File: src/rtl/profile_pkg.sv
package profile_pkg;
  typedef enum logic [1:0] {
    SEL_STATE = 2'd0,
    SEL_CYCLE = 2'd1,
    SEL_FLAGS = 2'd2,
    SEL_NONE  = 2'd3
  } rd_sel_e;
endpackage

File: src/rtl/occ_run_ctrl.sv
module occ_run_ctrl (
  input  logic clk,
  input  logic rst_n,
  input  logic run_i,
  input  logic stop_i,
  input  logic clear_i,
  output logic run_q_o,
  output logic count_en_o
);
  logic run_q;
  logic run_nxt;
  logic live;

  // Stop outranks run; a run pulse counts in its own cycle
  always_comb begin
    live       = (run_q | run_i) & ~stop_i;
    run_nxt    = live;
    count_en_o = live & ~clear_i;
  end

  always_ff @(posedge clk or negedge rst_n) begin
    if (!rst_n) run_q <= 1'b1;
    else        run_q <= run_nxt;
  end

  assign run_q_o = run_q;
endmodule

File: src/rtl/occ_counter.sv
module occ_counter #(
  parameter int W = 32
) (
  input  logic         clk,
  input  logic         rst_n,
  input  logic         clr_i,
  input  logic         inc_i,
  output logic [W-1:0] cnt_o,
  output logic         wrap_o
);
  logic [W-1:0] cnt_q;
  logic [W-1:0] cnt_nxt;
  logic         cnt_en;

  always_comb begin
    cnt_en  = clr_i | inc_i;
    cnt_nxt = clr_i ? '0 : cnt_q + W'(1);
    wrap_o  = inc_i & ~clr_i & (&cnt_q);
  end

  always_ff @(posedge clk or negedge rst_n) begin
    if (!rst_n)      cnt_q <= '0;
    else if (cnt_en) cnt_q <= cnt_nxt;
  end

  assign cnt_o = cnt_q;
endmodule

File: src/rtl/occ_readout.sv
module occ_readout
  import profile_pkg::*;
#(
  parameter int NS    = 16,
  parameter int W     = 32,
  parameter int NF    = 17,
  parameter int RD_W  = 32,
  parameter int IDX_W = 5
) (
  input  logic                   clk,
  input  logic                   rst_n,
  input  logic                   req_i,
  input  logic [IDX_W-1:0]       idx_i,
  input  logic [NS-1:0][W-1:0]   cnt_i,
  input  logic [W-1:0]           cyc_i,
  input  logic [NF-1:0]          flags_i,
  output logic                   valid_o,
  output logic [RD_W-1:0]        data_o
);
  localparam int SW = $clog2(NS);

  rd_sel_e        sel;
  logic [RD_W-1:0] data_nxt;
  logic [RD_W-1:0] data_q;
  logic            valid_q;

  always_comb begin
    if (idx_i < IDX_W'(NS))          sel = SEL_STATE;
    else if (idx_i == IDX_W'(NS))    sel = SEL_CYCLE;
    else if (idx_i == IDX_W'(NS+1))  sel = SEL_FLAGS;
    else                             sel = SEL_NONE;
    case (sel)
      SEL_STATE: data_nxt = RD_W'(cnt_i[idx_i[SW-1:0]]);
      SEL_CYCLE: data_nxt = RD_W'(cyc_i);
      SEL_FLAGS: data_nxt = RD_W'(flags_i);
      default:   data_nxt = '0;
    endcase
  end

  always_ff @(posedge clk or negedge rst_n) begin
    if (!rst_n) valid_q <= 1'b0;
    else        valid_q <= req_i;
  end

  always_ff @(posedge clk or negedge rst_n) begin
    if (!rst_n)     data_q <= '0;
    else if (req_i) data_q <= data_nxt;
  end

  assign valid_o = valid_q;
  assign data_o  = data_q;
endmodule

File: src/rtl/state_occupancy_profiler.sv
module state_occupancy_profiler #(
  parameter int NUM_STATES = 16,
  parameter int CNT_W      = 32,
  localparam int STATE_W   = $clog2(NUM_STATES),
  localparam int IDX_W     = $clog2(NUM_STATES + 2),
  localparam int NUM_FLAGS = NUM_STATES + 1,
  localparam int RD_W      = (CNT_W > NUM_FLAGS) ? CNT_W : NUM_FLAGS
) (
  input  logic               clk,
  input  logic               rst_n,
  input  logic [STATE_W-1:0] state_i,
  input  logic               run_i,
  input  logic               stop_i,
  input  logic               clear_i,
  input  logic               rd_req_i,
  input  logic [IDX_W-1:0]   rd_idx_i,
  output logic               rd_valid_o,
  output logic [RD_W-1:0]    rd_data_o
);
  logic                             run_q;
  logic                             count_en;
  logic [NUM_STATES-1:0]            st_hit;
  logic [NUM_STATES-1:0][CNT_W-1:0] cnt_q;
  logic [NUM_FLAGS-1:0]             wrap;
  logic [CNT_W-1:0]                 cyc_cnt_q;
  logic [NUM_FLAGS-1:0]             ovf_q;
  logic [NUM_FLAGS-1:0]             ovf_nxt;
  logic                             ovf_en;

  occ_run_ctrl u_ctrl (
    .clk        (clk),
    .rst_n      (rst_n),
    .run_i      (run_i),
    .stop_i     (stop_i),
    .clear_i    (clear_i),
    .run_q_o    (run_q),
    .count_en_o (count_en)
  );

  for (genvar s = 0; s < NUM_STATES; s++) begin : g_state
    assign st_hit[s] = count_en & (state_i == STATE_W'(s));
    occ_counter #(.W(CNT_W)) u_cnt (
      .clk    (clk),
      .rst_n  (rst_n),
      .clr_i  (clear_i),
      .inc_i  (st_hit[s]),
      .cnt_o  (cnt_q[s]),
      .wrap_o (wrap[s])
    );
  end

  occ_counter #(.W(CNT_W)) u_cyc (
    .clk    (clk),
    .rst_n  (rst_n),
    .clr_i  (clear_i),
    .inc_i  (count_en),
    .cnt_o  (cyc_cnt_q),
    .wrap_o (wrap[NUM_STATES])
  );

  always_comb begin
    ovf_en  = clear_i | (|wrap);
    ovf_nxt = clear_i ? '0 : (ovf_q | wrap);
  end

  always_ff @(posedge clk or negedge rst_n) begin
    if (!rst_n)      ovf_q <= '0;
    else if (ovf_en) ovf_q <= ovf_nxt;
  end

  occ_readout #(
    .NS    (NUM_STATES),
    .W     (CNT_W),
    .NF    (NUM_FLAGS),
    .RD_W  (RD_W),
    .IDX_W (IDX_W)
  ) u_rd (
    .clk     (clk),
    .rst_n   (rst_n),
    .req_i   (rd_req_i),
    .idx_i   (rd_idx_i),
    .cnt_i   (cnt_q),
    .cyc_i   (cyc_cnt_q),
    .flags_i (ovf_q),
    .valid_o (rd_valid_o),
    .data_o  (rd_data_o)
  );
endmodule

File: config.mk
export PLATFORM = sky130hd
export DESIGN_NAME = state_occupancy_profiler
export DESIGN_NICKNAME = d
export VERILOG_FILES = /design/src/rtl/profile_pkg.sv /design/src/rtl/occ_run_ctrl.sv /design/src/rtl/occ_counter.sv /design/src/rtl/occ_readout.sv /design/src/rtl/state_occupancy_profiler.sv
export SDC_FILE = /design/constraint.sdc
export NUM_CORES = 2
export LEC_CHECK = 0
export ABC_AREA = 1
export BUFFER_PORTS_ARGS = -buffer_cell sky130_fd_sc_hd__buf_2
export CAP_MARGIN = 25
export CORE_MARGIN = 3
export CORE_UTILIZATION = 60
export DETAILED_ROUTE_END_ITERATION = 8
export PLACE_DENSITY = 0.79
export SETUP_SLACK_MARGIN = 0.15
export SYNTH_ARGS = -nofsm -noshare
export SYNTH_HDL_FRONTEND = slang
export SYNTH_SLANG_ARGS = --single-unit
File: constraint.sdc
create_clock -name clk -period 5.6 [get_ports clk]
set_clock_uncertainty 0.2 [all_clocks]
set_input_delay 0.28 -clock clk [delete_from_list [all_inputs] [get_ports clk]]
set_output_delay 0.28 -clock clk [all_outputs]
set_load 0.005 [all_outputs]
==> results.cfg <==
[worst_setup_path]
path_cells = nor2_1, nor2_4, nand2_1, nor2_1, nor2_2, inv_1, nand4_1, o21ai_0
critical_path_required_ns = 5.95
arrival_time_reported_for_the_critical_path_endpoint_ns = 3.91
timing.critical_path.max_delay_family = simple AND/OR/NAND/NOR gates
worst_path_largest_cell_delay_ns = 0.87
worst_setup_path_start_kind = register
timing.critical_path.buf_inv = 1
worst-setup-path-type = reg -> reg
critPathLaunch = u_ctrl.run_q_o
path_max_fanout = 15
timing.rr.start = u_ctrl.run_q_o
cp_common_cell = sky130_fd_sc_hd__nor2_1
crit_path_top_delay_cell = sky130_fd_sc_hd__nor2_1
critical_path.endpoint_type = register

[sta]
maxSlewHeadroom_pct = 29.4
timing.final.max_slew_violations = 0
final_hold_viol_count = 0
setup_repair_after_global_routing_missed_its_margin = no
setup_viol = 0
final.period_utilization_pct = 63.7
timing.fmax_mhz = 280
finalSetupTns_ns = 0
worst_pin_slew_ns = 1.06
final.min_clock_period_ns = 3.57

[cts]
clk_pin_slew_ns = 0.06
clock_tree.buffer_depth = 3
cts_root_buf = sky130_fd_sc_hd__clkbuf_16
insertion_delay_to_the_later_sink_of_the_worst_skew_pair_ns = 0.64
tritoncts = built
post_cts_repair_setup_buffers = 0
cts-buffers-inserted = 69
sink_count_of_the_clock_tree = 595
cts_max_level = 3

[floorplan]
floorplan.initialDensity_pct = 60.8
dieHeight_um = 267
core_area_um2 = 67400
die_w_um = 267
ios = 48
floorplan.rows = 95
dieArea_um2 = 71500

[detailed_routing]
antenna_violating_nets_post_route = 0
drc_viols = 0
num_vias = 46054
viasPerCell = 6.15
drt_wl_total_um = 155000
firstDrtPassIters = 8
detailedRoute.firstIterationViolations = 6678
routed_wire_length_per_instance_um = 20.7

[placed_design]
dpl-instance-area_um2 = 41700
io_buffers = 47
post-dp-hpwl_um = 116000
gp_routability_congestion = 1.08

[layout]
layout.nets = 6589
syn2layout_area_growth_pct = 8.20
final_layout_size_suffix_gt1_share_pct = 3.57
final_common_cell = sky130_fd_sc_hd__nand2_1
layout.cell_area.non_filler_um2 = 44300
highest_count_cells_in_the_layout_ignoring_fill_and_taps = sky130_fd_sc_hd__nand2_1, sky130_fd_sc_hd__nor2_1, sky130_fd_sc_hd__inv_1

[logic_synthesis]
syn_area_per_cell_um2 = 6.20
synth_edf_count = 0
syn_nets = 6640
ys_seq_elements = 595
synth_cells = 6608
synth_sequential_area_ratio_pct = 36.3
yosysWarningCount = 0
post_synth_num_cell_types = 47
postSynth.asyncResetShare_pct = 100
ys_dominant_reg_cell = sky130_fd_sc_hd__dfrtp_1
syn-cell-area_um2 = 41000

[global_route]
gr-usage-all-layers_pct = 42.8
grt_overflow = 0
number_of_antenna_violations_at_the_first_check_in_global_routing = 3
grt_first_pass_wirelength_um = 238000
first_global_vias = 41494
grt_max_degree = 148

[run_status]
run_status = complete, no violations

[power_and_ir_drop]
cellPowerDensity_nw_per_um2 = 229
power_leakage_nw = 19.1
power.total_w = 0.0102
vdd_drop_max_mv = 0.236

[run]
drv_cap = 0

[hold_path]
worstHoldPathType = in -> async
flip-flops by register name, indices dropped and copies added (netlist names):
name                 flops
u_cyc.cnt_o             32
u_rd.valid_o             1
ovf_q                   17
u_rd.data_o             32
g_state.u_cnt.cnt_o    512
u_ctrl.run_q_o           1
layer usage:
| layer | track usage, % | part of all wire [%] |
|---|---|---|
| met3 | 9.42 | 12 |
| met4 | 24.8 | 6.9 |
| met2 | 62.5 | 42 |
| met5 | 0 | 0.0084 |
| met1 | 58.6 | 39 |
final cells by class:
| class | instances | area (µm²) |
|---|---|---|
| fill | 6367 | 23100 |
| multi-input combinational | 4994 | 22200 |
| sequential | 595 | 14900 |
| inverter | 811 | 3050 |
| clock buffer | 97 | 2080 |
| tap | 873 | 1090 |
| timing repair buffer | 86 | 634 |
| clock inverter | 26 | 405 |
| antenna | 4 | 10.0 |
repair_timing:
item / CTS / global route
hold buffers: 7 / 0
resized for setup: 0 / 0
endpoints found under the hold margin: 114 / 0
worst paths after layout:
check	slack (ns)	cells after the start	end
hold / removal	0.07	2	g_state[9].u_cnt.cnt_o[29]
min in group clk	0.10	6	g_state[1].u_cnt.cnt_o[1]
max in group asynchronous	3.71	3	g_state[2].u_cnt.cnt_o[28]
hold reg to reg	0.30	1	g_state[4].u_cnt.cnt_o[20]
setup / recovery	2.03	8	g_state[6].u_cnt.cnt_o[22]
setup reg to reg	2.03	8	g_state[6].u_cnt.cnt_o[22]
power by group:
part | internal, W | switching, W
sequential | 0.00434 | 0.0000653
combinational | 0.000161 | 0.000608
clock | 0.00301 | 0.00199
logic make-up (layout without fill, tap and decap cells):
group	count (synthesis)	in the layout	synth area share [%]
buffers and inverters	1019	1020	9.56
XOR/XNOR	17	17	0.363
AND/OR/NAND/NOR	4017	4017	41.3
other	0	4	0
adder cells (fa/ha/maj)	17	17	0.519
AO/OA/AOI/OAI	942	942	11.9
flip-flops	595	595	36.3
multiplexers	1	1	0.0244
cell usage after synthesis (5+ instances only):
cell,number,area (µm²)
sky130_fd_sc_hd__o21ai_1,6,30.0
sky130_fd_sc_hd__o21ai_0,582,2910
sky130_fd_sc_hd__inv_2,8,30.0
sky130_fd_sc_hd__and3_1,5,31.3
sky130_fd_sc_hd__buf_1,16,60.1
sky130_fd_sc_hd__o22ai_1,32,200
sky130_fd_sc_hd__inv_1,800,3000
sky130_fd_sc_hd__clkbuf_1,123,462
sky130_fd_sc_hd__xor2_1,17,149
sky130_fd_sc_hd__nand3_1,567,2840
sky130_fd_sc_hd__nand2_1,2069,7770
sky130_fd_sc_hd__nand4_1,251,1570
sky130_fd_sc_hd__nor2_1,823,3090
sky130_fd_sc_hd__ha_1,17,213
sky130_fd_sc_hd__o31ai_1,5,37.5
sky130_fd_sc_hd__nor2_4,5,56.3
sky130_fd_sc_hd__nor4_1,8,50.1
sky130_fd_sc_hd__buf_2,66,330
sky130_fd_sc_hd__nand3b_1,6,45.0
sky130_fd_sc_hd__nor3_1,247,1240
sky130_fd_sc_hd__a22oi_1,6,45.0
sky130_fd_sc_hd__a21oi_1,281,1410
sky130_fd_sc_hd__dfrtp_1,594,14900
sky130_fd_sc_hd__o21a_1,6,45.0
sky130_fd_sc_hd__nor2_2,17,106
sky130_fd_sc_hd__a22o_1,6,52.6
sky130_fd_sc_hd__nor3b_1,6,45.0
through the flow:
step           hold WS, ns  setup WS (ns)  std cells  utilization, %
3_5_place_dp         0.198           2.07       7351            61.9
6_report            0.0738           2.03       7486            65.8
4_1_cts             0.0748           2.09       7481            65.7
2_1_floorplan       -0.216           3.58       6608               -
5_1_grt              0.108           1.85       7482            65.8
3_3_place_gp         0.196           2.11       7351            61.9
worst reg2reg max path, cell delays in order, from the launching register on:
cell                      delay [ns]
sky130_fd_sc_hd__dfstp_2        0.54
sky130_fd_sc_hd__nor2_1         0.06
sky130_fd_sc_hd__nor2_4         0.27
sky130_fd_sc_hd__nand2_1        0.52
sky130_fd_sc_hd__nor2_1         0.88
sky130_fd_sc_hd__nor2_2         0.34
sky130_fd_sc_hd__inv_1          0.43
sky130_fd_sc_hd__nand4_1        0.15
sky130_fd_sc_hd__o21ai_0        0.11
Note: power is estimated with default switching activity, not from simulation.
